<file path="config.mk">
export PLATFORM = sky130hd
export DESIGN_NAME = ldm_sequencer
export DESIGN_NICKNAME = d
export VERILOG_FILES = /design/src/rtl/ldm_pkg.sv /design/src/rtl/ldm_addr_gen.sv /design/src/rtl/ldm_lane_pack.sv /design/src/rtl/ldm_ctrl.sv /design/src/rtl/ldm_sequencer.sv
export SDC_FILE = /design/constraint.sdc
export NUM_CORES = 1
export LEC_CHECK = 0
export ABC_CLOCK_PERIOD_IN_PS = 5510
export BUFFER_PORTS_ARGS = -buffer_cell sky130_fd_sc_hd__buf_2
export CORE_UTILIZATION = 59
export CTS_BUF_LIST = sky130_fd_sc_hd__clkbuf_16
export CTS_CLUSTER_SIZE = 12
export DETAILED_ROUTE_END_ITERATION = 12
export GPL_TIMING_DRIVEN = 0
export HOLD_SLACK_MARGIN = 0.05
export MAX_ROUTING_LAYER = met4
export PLACE_DENSITY = 0.91
export SLEW_MARGIN = 30
export SYNTH_ARGS = -nofsm -noshare
export SYNTH_HDL_FRONTEND = slang
export SYNTH_SLANG_ARGS = --single-unit
</file>
<file path="constraint.sdc">
create_clock -name clk -period 5.51 [get_ports clk]
set_clock_uncertainty 0.1 [all_clocks]
set_input_delay 0.2755 -clock clk [delete_from_list [all_inputs] [get_ports clk]]
set_output_delay 0.2755 -clock clk [all_outputs]
set_load 0.02 [all_outputs]
</file>
<file path="src/rtl/ldm_pkg.sv">
package ldm_pkg;
  typedef enum logic [2:0] {
    ST_IDLE, ST_REQ, ST_WAIT, ST_WR_FIRST, ST_WR_LAST, ST_WR_MID
  } lm_state_e;

  typedef enum logic [1:0] {
    PH_FIRST, PH_LAST, PH_MID
  } lm_phase_e;

  // mode[1] set selects the full-width transfer
  function automatic logic lm_is_full(input logic [1:0] m);
    return m[1];
  endfunction

  // log2 of the stride in bytes
  function automatic logic [1:0] lm_stride_log2(input logic [1:0] m);
    return lm_is_full(m) ? 2'd3 : 2'd2;
  endfunction
endpackage

</file>
<file path="src/rtl/ldm_addr_gen.sv">
module ldm_addr_gen import ldm_pkg::*; #(
  parameter int ADDR_W = 32,
  parameter int IDX_W  = 4
) (
  input  logic [ADDR_W-1:0] base,
  input  logic [IDX_W-1:0]  ofs,
  input  logic [1:0]        mode,
  output logic [ADDR_W-1:0] addr
);
  function automatic logic [ADDR_W-1:0] word_addr(input logic [ADDR_W-1:0] b,
                                                  input logic [IDX_W-1:0] k,
                                                  input logic [1:0] m);
    return b + (ADDR_W'(k) << lm_stride_log2(m));
  endfunction

  assign addr = word_addr(base, ofs, mode);
endmodule

</file>
<file path="src/rtl/ldm_lane_pack.sv">
module ldm_lane_pack #(
  parameter int XLEN = 64
) (
  input  logic [XLEN-1:0] word,
  input  logic [1:0]      mode,
  output logic [XLEN-1:0] data,
  output logic [1:0]      lane
);
  localparam int HALF = XLEN / 2;

  always_comb begin
    if (mode[1]) begin
      data = word;
      lane = 2'b11;
    end else if (mode[0]) begin
      data = {word[HALF-1:0], {HALF{1'b0}}};
      lane = 2'b10;
    end else begin
      data = {{HALF{1'b0}}, word[HALF-1:0]};
      lane = 2'b01;
    end
  end
endmodule

</file>
<file path="src/rtl/ldm_ctrl.sv">
module ldm_ctrl import ldm_pkg::*; #(
  parameter int IDX_W = 4
) (
  input  logic             clk,
  input  logic             rst_n,
  input  logic             start,
  input  logic [IDX_W-1:0] first_in,
  input  logic [IDX_W-1:0] last_in,
  input  logic [1:0]       mode_in,
  input  logic             req_ready,
  input  logic             rsp_valid,
  input  logic             rsp_fault,
  output logic             accept,
  output logic             busy,
  output logic             done,
  output logic             fault,
  output logic             req_valid,
  output logic [IDX_W-1:0] req_ofs,
  output logic             rsp_take,
  output logic             cap_first,
  output logic             cap_last,
  output logic             wr_en,
  output logic             wr_sel_last,
  output logic [IDX_W-1:0] wr_ofs,
  output logic [IDX_W-1:0] first_q,
  output logic [1:0]       mode_q,
  output logic             ends_ok
);
  localparam logic [IDX_W-1:0] ONE = IDX_W'(1);

  lm_state_e        state_q;
  lm_phase_e        phase_q;
  logic [IDX_W-1:0] ofs_q, span_q;
  logic             done_q, fault_q, ends_ok_q;

  assign accept      = (state_q == ST_IDLE) && start;
  assign busy        = (state_q != ST_IDLE);
  assign req_valid   = (state_q == ST_REQ);
  assign req_ofs     = ofs_q;
  assign rsp_take    = (state_q == ST_WAIT) && rsp_valid;
  assign cap_first   = rsp_take && !rsp_fault && (phase_q != PH_LAST);
  assign cap_last    = rsp_take && !rsp_fault && (phase_q == PH_LAST);
  assign wr_en       = (state_q == ST_WR_FIRST) || (state_q == ST_WR_LAST) ||
                       (state_q == ST_WR_MID);
  assign wr_sel_last = (state_q == ST_WR_LAST);
  assign wr_ofs      = (state_q == ST_WR_LAST)  ? span_q :
                       (state_q == ST_WR_FIRST) ? '0 : ofs_q;
  assign done        = done_q;
  assign fault       = fault_q;
  assign ends_ok     = ends_ok_q;

  always_ff @(posedge clk or negedge rst_n) begin
    if (!rst_n) begin
      state_q   <= ST_IDLE;
      phase_q   <= PH_FIRST;
      ofs_q     <= '0;
      span_q    <= '0;
      first_q   <= '0;
      mode_q    <= '0;
      ends_ok_q <= 1'b0;
      done_q    <= 1'b0;
      fault_q   <= 1'b0;
    end else begin
      done_q  <= 1'b0;
      fault_q <= 1'b0;
      case (state_q)
        ST_IDLE: if (start) begin
          first_q   <= first_in;
          span_q    <= last_in - first_in;
          mode_q    <= mode_in;
          ofs_q     <= '0;
          phase_q   <= PH_FIRST;
          ends_ok_q <= 1'b0;
          state_q   <= ST_REQ;
        end
        ST_REQ: if (req_ready) state_q <= ST_WAIT;
        ST_WAIT: if (rsp_valid) begin
          if (rsp_fault) begin
            done_q  <= 1'b1;
            fault_q <= 1'b1;
            state_q <= ST_IDLE;
          end else begin
            case (phase_q)
              PH_FIRST: if (span_q == '0) begin
                ends_ok_q <= 1'b1;
                state_q   <= ST_WR_FIRST;
              end else begin
                phase_q <= PH_LAST;
                ofs_q   <= span_q;
                state_q <= ST_REQ;
              end
              PH_LAST: begin
                ends_ok_q <= 1'b1;
                state_q   <= ST_WR_FIRST;
              end
              default: state_q <= ST_WR_MID;
            endcase
          end
        end
        ST_WR_FIRST: if (span_q == '0) begin
          done_q  <= 1'b1;
          state_q <= ST_IDLE;
        end else begin
          state_q <= ST_WR_LAST;
        end
        ST_WR_LAST: if (span_q == ONE) begin
          done_q  <= 1'b1;
          state_q <= ST_IDLE;
        end else begin
          phase_q <= PH_MID;
          ofs_q   <= ONE;
          state_q <= ST_REQ;
        end
        ST_WR_MID: if (ofs_q == span_q - ONE) begin
          done_q  <= 1'b1;
          state_q <= ST_IDLE;
        end else begin
          ofs_q   <= ofs_q + ONE;
          state_q <= ST_REQ;
        end
        default: state_q <= ST_IDLE;
      endcase
    end
  end
endmodule

</file>
<file path="src/rtl/ldm_sequencer.sv">
module ldm_sequencer import ldm_pkg::*; #(
  parameter int ADDR_W = 32,
  parameter int XLEN   = 64,
  parameter int NREG   = 16,
  localparam int IDX_W = $clog2(NREG)
) (
  input  logic              clk,
  input  logic              rst_n,
  input  logic              start,
  input  logic [IDX_W-1:0]  first_idx,
  input  logic [IDX_W-1:0]  last_idx,
  input  logic [ADDR_W-1:0] base_addr,
  input  logic [1:0]        mode,
  output logic              busy,
  output logic              done,
  output logic              fault,
  output logic              mem_req_valid,
  input  logic              mem_req_ready,
  output logic [ADDR_W-1:0] mem_req_addr,
  input  logic              mem_rsp_valid,
  input  logic [XLEN-1:0]   mem_rsp_data,
  input  logic              mem_rsp_fault,
  output logic              rf_we,
  output logic [IDX_W-1:0]  rf_idx,
  output logic [XLEN-1:0]   rf_data,
  output logic [1:0]        rf_lane
);
  logic              accept, cap_first, cap_last, wr_sel_last;
  logic [IDX_W-1:0]  req_ofs, wr_ofs, first_q;
  logic [1:0]        mode_q;
  logic [ADDR_W-1:0] base_q;
  logic [XLEN-1:0]   hold_first, hold_last, wr_word;

  // named internal events for the checker
  logic ev_rsp_take, ev_ends_ok;

  ldm_ctrl #(.IDX_W(IDX_W)) u_ctrl (
    .clk(clk), .rst_n(rst_n), .start(start),
    .first_in(first_idx), .last_in(last_idx), .mode_in(mode),
    .req_ready(mem_req_ready), .rsp_valid(mem_rsp_valid), .rsp_fault(mem_rsp_fault),
    .accept(accept), .busy(busy), .done(done), .fault(fault),
    .req_valid(mem_req_valid), .req_ofs(req_ofs), .rsp_take(ev_rsp_take),
    .cap_first(cap_first), .cap_last(cap_last),
    .wr_en(rf_we), .wr_sel_last(wr_sel_last), .wr_ofs(wr_ofs),
    .first_q(first_q), .mode_q(mode_q), .ends_ok(ev_ends_ok)
  );

  // base captured once; later addresses never look at base_addr
  always_ff @(posedge clk or negedge rst_n) begin
    if (!rst_n)      base_q <= '0;
    else if (accept) base_q <= base_addr;
  end

  // end-probe holding registers, committed only after both are clean
  always_ff @(posedge clk or negedge rst_n) begin
    if (!rst_n) begin
      hold_first <= '0;
      hold_last  <= '0;
    end else begin
      if (cap_first) hold_first <= mem_rsp_data;
      if (cap_last)  hold_last  <= mem_rsp_data;
    end
  end

  ldm_addr_gen #(.ADDR_W(ADDR_W), .IDX_W(IDX_W)) u_addr (
    .base(base_q), .ofs(req_ofs), .mode(mode_q), .addr(mem_req_addr)
  );

  assign wr_word = wr_sel_last ? hold_last : hold_first;
  assign rf_idx  = first_q + wr_ofs;

  ldm_lane_pack #(.XLEN(XLEN)) u_pack (
    .word(wr_word), .mode(mode_q), .data(rf_data), .lane(rf_lane)
  );
endmodule

</file>
# Word-level counts from Yosys, hierarchy flattened
# Cells that the tools add are included.
# word_totals
mem_bits_rw	0
rom_bits	0
ff_bits	181
latch_bits	0
in_bits	112
word_cells	92
memories	0
output_inout_bits	107
# classes
n_addsub	5
reduce_logical	18
n_eq_ne	17
div	0
mul	0
n_shift	1
magnitude_cmp	0
n_mux	40
bitwise	0
# ops
operator	count
$mux 64	3
$mux 4	9
$add 32x32->32	1
$shl 4x2->32	1
$mux 2	9
$pmux 3 s6	1
$pmux 4 s4	1
$mux 3	5
$ne 2x2->1 const B	7
$mux 1	9
$reduce_and 8->1	1
$reduce_and 7->1	1
$eq 3x2->1 const B	2
$eq 3x3->1 const B	2
$pmux 2 s3	1
$pmux 3 s2	1
$reduce_bool 3->1	2
$logic_and 1x1->1	5
$add 4x1->4 const B	1
$add 4x4->4	1
$eq 4x1->1 const B	1
$eq 4x4->1	1
$logic_not 4->1	1
$ne 2x1->1 const B	2
12 further kinds	13

# Depth between registers and ports, before layout
# Gate-level depths: netlist of run 1.
# depth
ltp_word	6
ltp_mapped	11

# Cells and area by module
# From an unflattened synthesis of run 1, not the netlist that was laid out.
# unflattened
cells_unflattened	776
hier_area_um2	10580.1
# by_module_without_submodules
mod	n_inst	cells_per_inst	area_each_um2
ldm_sequencer	1	418	7752.4
ldm_ctrl	1	172	1465.2
ldm_addr_gen	1	105	777.0
ldm_lane_pack	1	81	585.6

# Least setup slack after synthesis of run 1
# Ideal clock, no wire load.
# synth_timing
path_type	reg2out
start	register u_ctrl.state_q[2]
end	output port rf_idx[3]
stages_incl_launch_ff	12
setup_slack_ns	2.646
t_required_ns	5.135
arrival_time_ns	2.489
cell_sequence	dfrtp_1 buf_2 inv_1 buf_2 nor2_1 nor2_1 a311oi_1 ha_1 a21o_1 a21oi_1 xor2_1 xnor2_1
# synth_via
elab_chain_len	4
elab_cells_between_ends	5
cone_classes	1 x add/sub; 2 x eq/ne; 2 x mux
# synth_rtl
item	line_no	text
start: declaration	ldm_ctrl.sv:31	lm_state_e state_q;
start signal: assignment	ldm_ctrl.sv:54	state_q <= ST_IDLE;
start signal: assignment	ldm_ctrl.sv:74	state_q <= ST_REQ;
start signal: assignment	ldm_ctrl.sv:76	ST_REQ: if (req_ready) state_q <= ST_WAIT;
$eq 3x2->1	ldm_ctrl.sv:47	(state_q == ST_WR_FIRST) ? '0 : ofs_q;
$mux 4	ldm_ctrl.sv:47	
$mux 4 *	ldm_ctrl.sv:46	assign wr_ofs = (state_q == ST_WR_LAST) ? span_q :
$add 4x4->4 *	ldm_sequencer.sv:70	assign rf_idx = first_q + wr_ofs;
end: declaration	ldm_sequencer.sv:24	output logic [IDX_W-1:0] rf_idx,
# Every way passes the cells marked *; elsewhere a longest branch is shown, timed or not.

# Worst setup path after layout of run 1
# layout_timing
start	register u_ctrl.mode_q[1]
end	output port mem_req_addr[25]
# layout_via
elab_chain_len	3
# layout_rtl
item	line_no	text
start: declaration	ldm_ctrl.sv:26	output logic [1:0] mode_q,
start signal: assignment	ldm_ctrl.sv:70	mode_q <= mode_in;
$mux 1	ldm_pkg.sv:17	return lm_is_full(m) ? 2'd3 : 2'd2;
$shl 4x2->32	ldm_addr_gen.sv:13	return b + (ADDR_W'(k) << lm_stride_log2(m));
$add 32x32->32	ldm_addr_gen.sv:13	
end: declaration	ldm_sequencer.sv:19	output logic [ADDR_W-1:0] mem_req_addr,
# No other way between the ends.

==> impl_metrics.json, run 1 <==
{
  "outcome": "finished clean",
  "yosys_warnings": 0,
  "drive_gt1_share_pct": 43.93,
  "antenna_left": 0,
  "drtIter0Drc": 495,
  "fin_crit_ps": 3840,
  "highest_layer": "met4",
  "antenna_found_initial": 0,
  "setup_viol": 0,
  "synth_top_area_share_pct": 48.52,
  "required_ps": 5130,
  "fin_nets": 1245,
  "slew_headroom_pct": 58.34,
  "antennaDiodeCount": 0,
  "grt_overflow_total": 0,
  "cts_setup_buffers": 0,
  "dieArea_sq_um": 16330,
  "vias_per_cell": 5.845,
  "grt_util_all_layers_pct": 36.15,
  "met2WireLength_mm": 14.33,
  "hold_ws_ps": 74.17,
  "yosys.area.top_type": "dfrtp_1",
  "hold_viol": 0,
  "path_max_fanout": 10,
  "grt_pass1_wl_mm": 43.71,
  "ctsHtreeMaxLevel": 4,
  "crit_chain": "clkbuf_1 -> mux2_2 -> ha_1 -> o21ai_0 -> o21bai_1 -> a21o_1 -> clkbuf_1 -> nand3_1 -> xnor2_1 -> buf_2",
  "cts_resized": 0,
  "cts.clk_slew.worst_paths_ps": 70,
  "vias": 7832,
  "rsz0062_at_grt": "false",
  "cts.sink_count": 181,
  "avgRoutedWirePerCell_um": 20.79,
  "die_w_um": 127.8,
  "hold_class": "primary input to register",
  "cts_buffers": 17,
  "mappedNetlistArea_sq_um": 9335,
  "boundaryPins": 219,
  "setup_tns_ps": 0,
  "power.leakage_uw": 0.005948,
  "slowest_stage": "clkbuf_1",
  "async_reset_ff_share_pct": 100.0,
  "ys_types": 49,
  "arrival_ps": 3460,
  "die_y_um": 127.8,
  "cts_tree": "yes",
  "finalWirelength_mm": 27.86,
  "powerDensity_nw_per_um2": 596.9,
  "syn_nets": 904,
  "ys_seq_elements": 181,
  "num-fill-cells": 825,
  "crit_type": "register to output port",
  "critical_path.most_common_cell": "clkbuf_1",
  "root_buffer": "clkbuf_16",
  "start_util_pct": 60.96,
  "cp-start-kind": "register",
  "wl_met3_mm": 1.919,
  "synthTopCellsByArea": "dfrtp_1 49%, mux2_2 24%, mux2i_1 3.6%",
  "synth_edf_count": 0,
  "rows": 45,
  "clk_path_buf_depth": 2,
  "dp_hpwl_mm": 15.86,
  "grt_max_degree": 69,
  "drc": 0,
  "vdd_drop_max_v": 0.0003644,
  "synthFlopType": "dfrtp_1",
  "p_total_uw": 7400,
  "yosysSeqAreaShare_pct": 48.52,
  "dr.pass1.iters": 5,
  "worst_setup_path_end_kind": "output port",
  "synth_most_common_cell": "mux2_2",
  "synth_commonest_cells": "202 x mux2_2, 181 x dfrtp_1, 52 x nor2_1, 51 x nand2_1, 35 x o21ai_0",
  "slew_viol_final": 0,
  "clock_latency_ps": 430,
  "gp_congestion": 0.8255,
  "synthCells": 775,
  "critPathMaxStageDelay_ps": 440,
  "tightest_slew_ps": 624.9,
  "core_sq_um": 15310,
  "maxCapViolCount": 0,
  "post-route-period-util_pct": 69.70,
  "wl_met1_mm": 10.52,
  "grt_pass1_vias": 8353,
  "fmax_ghz": 0.2604,
  "io_buffer_count": 217,
  "syn2layout_area_growth_pct": 32.80,
  "synth.avg_cell_area_sq_um": 12.05
}
cells by family (layout without fill, tap and decap cells):
group	Yosys count	count (layout)	share of synthesized area [%]
compound gates	79	79	5.080
mux	240	240	28.49
xor+xnor	42	42	3.941
buf+inv	63	417	3.244
simple gates	153	153	8.203
flops	181	181	48.52
fa+ha+maj	17	17	2.520
per-layer routing:
layer / track usage [%] / up-vias
li1: - / 3421
met1: 39.73 / 3882
met2: 61.54 / 413
met3: 8.097 / 116
met4: 18.89 / 0
met5: - / -
timing repair:
| item | CTS | global route |
|---|---|---|
| endpoints found under the setup margin | 0 | 0 |
| hold buffers | 103 | 0 |
| endpoints found under the hold margin | 226 | 0 |
worst paths after layout:
path	start	to	slack [ps]	cells after the start
worst max-delay path	u_ctrl.mode_q[1]	mem_req_addr[25]	1670	10
worst min-delay path	mem_rsp_valid	u_ctrl.state_q[2]	70	3
worst max register to register	u_ctrl.span_q[0]	u_ctrl.req_ofs[1]	3210	7
worst min register to register	hold_last[38]	hold_last[38]	400	1
max in group asynchronous	rst_n	hold_first[38]	4040	4
min in group asynchronous	rst_n	hold_last[14]	270	2
cell type report:
| cell class | instances | area, sq um | share of cell area [%] |
|---|---|---|---|
| Sequential cell | 181 | 4529 | 36.54 |
| Inverter | 13 | 48.80 | 0.3936 |
| Tap cell | 211 | 264.0 | 2.130 |
| Clock buffer | 17 | 425.4 | 3.432 |
| Multi-Input combinational cell | 531 | 4503 | 36.32 |
| Clock inverter | 15 | 190.2 | 1.534 |
| Timing Repair Buffer | 322 | 2182 | 17.60 |
| Buffer | 50 | 254.0 | 2.049 |
per-stage QoR:
step	instances	setup slack [ps]	instance area [sq um]	util (%)
CTS	1340	1814	12400	80.95
floorplan	775	2646	9335	-
detailed placement	1205	2274	10750	70.20
finish	1340	1670	12400	80.95
global route	1340	1431	12400	80.95
global placement	1203	1271	10690	69.77
sequential cells by signal, indices dropped and copies added, names as in the netlist:
| name | count |
|---|---|
| hold_first | 64 |
| hold_last | 64 |
| base_q | 32 |
| u_ctrl.first_q | 4 |
| u_ctrl.req_ofs | 4 |
| u_ctrl.span_q | 4 |
| u_ctrl.state_q | 3 |
| u_ctrl.mode_q | 2 |
| u_ctrl.phase_q | 2 |
| u_ctrl.done | 1 |
| u_ctrl.fault | 1 |
cell usage in the layout, fill, tap and decap left out, types with 13 or more instances in the layout:
cell,n
a21oi_1,18
buf_2,239
clkbuf_1,15
clkbuf_16,17
dfrtp_1,181
dlygate4sd3_1,103
ha_1,14
inv_1,13
mux2_2,202
mux2i_1,34
nand2_1,51
nor2_1,52
o21ai_0,35
xnor2_1,34
power breakdown:
group / internal (uW) / total, uW / switching [uW]
sequential: 1950 / 2440 / 485
combinational: 1550 / 3690 / 2140
clock: 691 / 1270 / 583
critical path: cells and delay by family, from the launching register on:
family / cells / cell delay [ps]
DFF: 1 / 380
adders and majority gates: 1 / 350
xor gates and xnor gates: 1 / 220
muxes: 1 / 400
AOI/OAI and AO/OA: 3 / 430
buffers and inverters: 3 / 1040
and+or+nand+nor: 1 / 220
Note: power is estimated with default switching activity, not from simulation.
==> inputs of run 2 (changes only) <==
- ABC_CLOCK_PERIOD_IN_PS: 5510 -> 4000
- CORE_UTILIZATION: 59 -> 54
- PLACE_DENSITY: 0.91 -> 0.85
- clock period: 5.51 -> 4 ns (I/O delays scaled with it)
==> impl_metrics.json, run 2 (synthesized netlist as in run 1, its figures left out) <==
{
  "boundaryPins": 219,
  "path_max_fanout": 10,
  "grt_overflow_total": 0,
  "hold_ws_ps": 93.79,
  "crit_type": "register to output port",
  "die_w_um": 133.5,
  "drive_gt1_share_pct": 43.65,
  "ctsHtreeMaxLevel": 4,
  "post-route-period-util_pct": 92.78,
  "powerDensity_nw_per_um2": 801.7,
  "drc": 0,
  "io_buffer_count": 217,
  "start_util_pct": 55.70,
  "cts_buffers": 17,
  "antenna_left": 0,
  "dp_hpwl_mm": 15.50,
  "worst_setup_path_end_kind": "output port",
  "syn2layout_area_growth_pct": 33.51,
  "outcome": "finished clean",
  "power.leakage_uw": 0.005973,
  "vdd_drop_max_v": 0.0005516,
  "tightest_slew_ps": 592.7,
  "vias": 7442,
  "clk_path_buf_depth": 2,
  "cts.sink_count": 181,
  "grt_max_degree": 82,
  "rows": 47,
  "hold_viol": 0,
  "maxCapViolCount": 0,
  "cts.clk_slew.worst_paths_ps": 60,
  "die_y_um": 133.5,
  "reg_top3": "hold_first x64, hold_last x64, base_q x32",
  "finalWirelength_mm": 24.66,
  "grt_pass1_wl_mm": 40.21,
  "p_total_uw": 9991,
  "drtIter0Drc": 384,
  "gp_congestion": 0.8198,
  "dr.pass1.iters": 5,
  "final_common_cell": "buf_2",
  "slew_viol_final": 0,
  "setup_ws_ps": 288.7,
  "setup_viol": 0,
  "core_sq_um": 16760,
  "dieArea_sq_um": 17820,
  "cts_tree": "yes",
  "fmax_ghz": 0.2694,
  "slew_headroom_pct": 60.49,
  "dpl_worst_slack_ps": 783.3,
  "antennaDiodeCount": 0,
  "antenna_found_initial": 0,
  "fin_crit_ps": 3711,
  "root_buffer": "clkbuf_16",
  "stdcell_count": 1354,
  "mostFrequentLayoutCells": "239 x buf_2, 202 x mux2_2, 181 x dfrtp_1",
  "arrival_ps": 3410,
  "rsz0062_at_grt": "false",
  "grt_util_all_layers_pct": 29.66,
  "vias_per_cell": 5.496,
  "avgRoutedWirePerCell_um": 18.21,
  "required_ps": 3700,
  "hold_class": "primary input to register",
  "clock_latency_ps": 430,
  "fin_nets": 1250,
  "place_inst": 1214,
  "cp-start-kind": "register",
  "grt_pass1_vias": 7960
}
-- run 2: worst paths after layout --
path | to | cells after the start | start | slack [ps]
setup / recovery | mem_req_addr[17] | 10 | u_ctrl.mode_q[1] | 290
hold / removal | u_ctrl.span_q[1] | 4 | last_idx[1] | 90
setup reg to reg | u_ctrl.req_ofs[0] | 7 | u_ctrl.span_q[0] | 1690
hold reg to reg | hold_first[38] | 1 | hold_first[38] | 400
max in group asynchronous | base_q[29] | 4 | rst_n | 2590
min in group asynchronous | hold_last[24] | 2 | rst_n | 190
-- run 2: power by group --
part	total (uW)	internal (uW)	switching, uW
sequential	3300	2690	608
clock	1760	1000	760
combinational	4940	2140	2800
total	9990	5820	4170
-- run 2: critical path, cell delays in order, from the launching register on --
cell	delay (ps)
dfrtp_1	380
clkbuf_1	410
mux2_2	400
ha_1	350
o21ai_0	100
o21bai_1	150
a21o_1	230
clkbuf_1	400
nand3_1	170
xnor2_1	190
buf_2	190
-- run 2: repair_timing --
action | CTS | global route
gates resized for setup | 0 | 2
hold endpoints to repair | 273 | 0
hold buffers | 108 | 0
endpoints found under the setup margin | 0 | 1
setup buffers | 0 | 0
-- run 2: cell type report --
class | instances | area (sq um)
Buffer | 50 | 255.2
Timing Repair Buffer | 327 | 2232
Multi-Input combinational cell | 531 | 4503
Tap cell | 220 | 275.3
Sequential cell | 181 | 4529
Clock buffer | 17 | 425.4
Fill cell | 1076 | 4297
Inverter | 13 | 48.80
Clock inverter | 15 | 193.9
-- run 2: through the flow --
step,area (sq um),setup TNS [ps],util [%]
finish,12460,0,74.36
CTS,12460,0,74.36
detailed placement,10760,0,64.21
global route,12460,0,74.36
floorplan,9335,0,-
global placement,10700,-39200,63.82
-- run 2: per-layer routing --
layer | track usage, % | share of wire [%] | vias up
li1 | - | - | 3414
met1 | 34.96 | 42 | 3735
met2 | 50.98 | 52 | 252
met3 | 5.670 | 4.8 | 41
met4 | 9.722 | 1.7 | 0
met5 | - | 0 | -
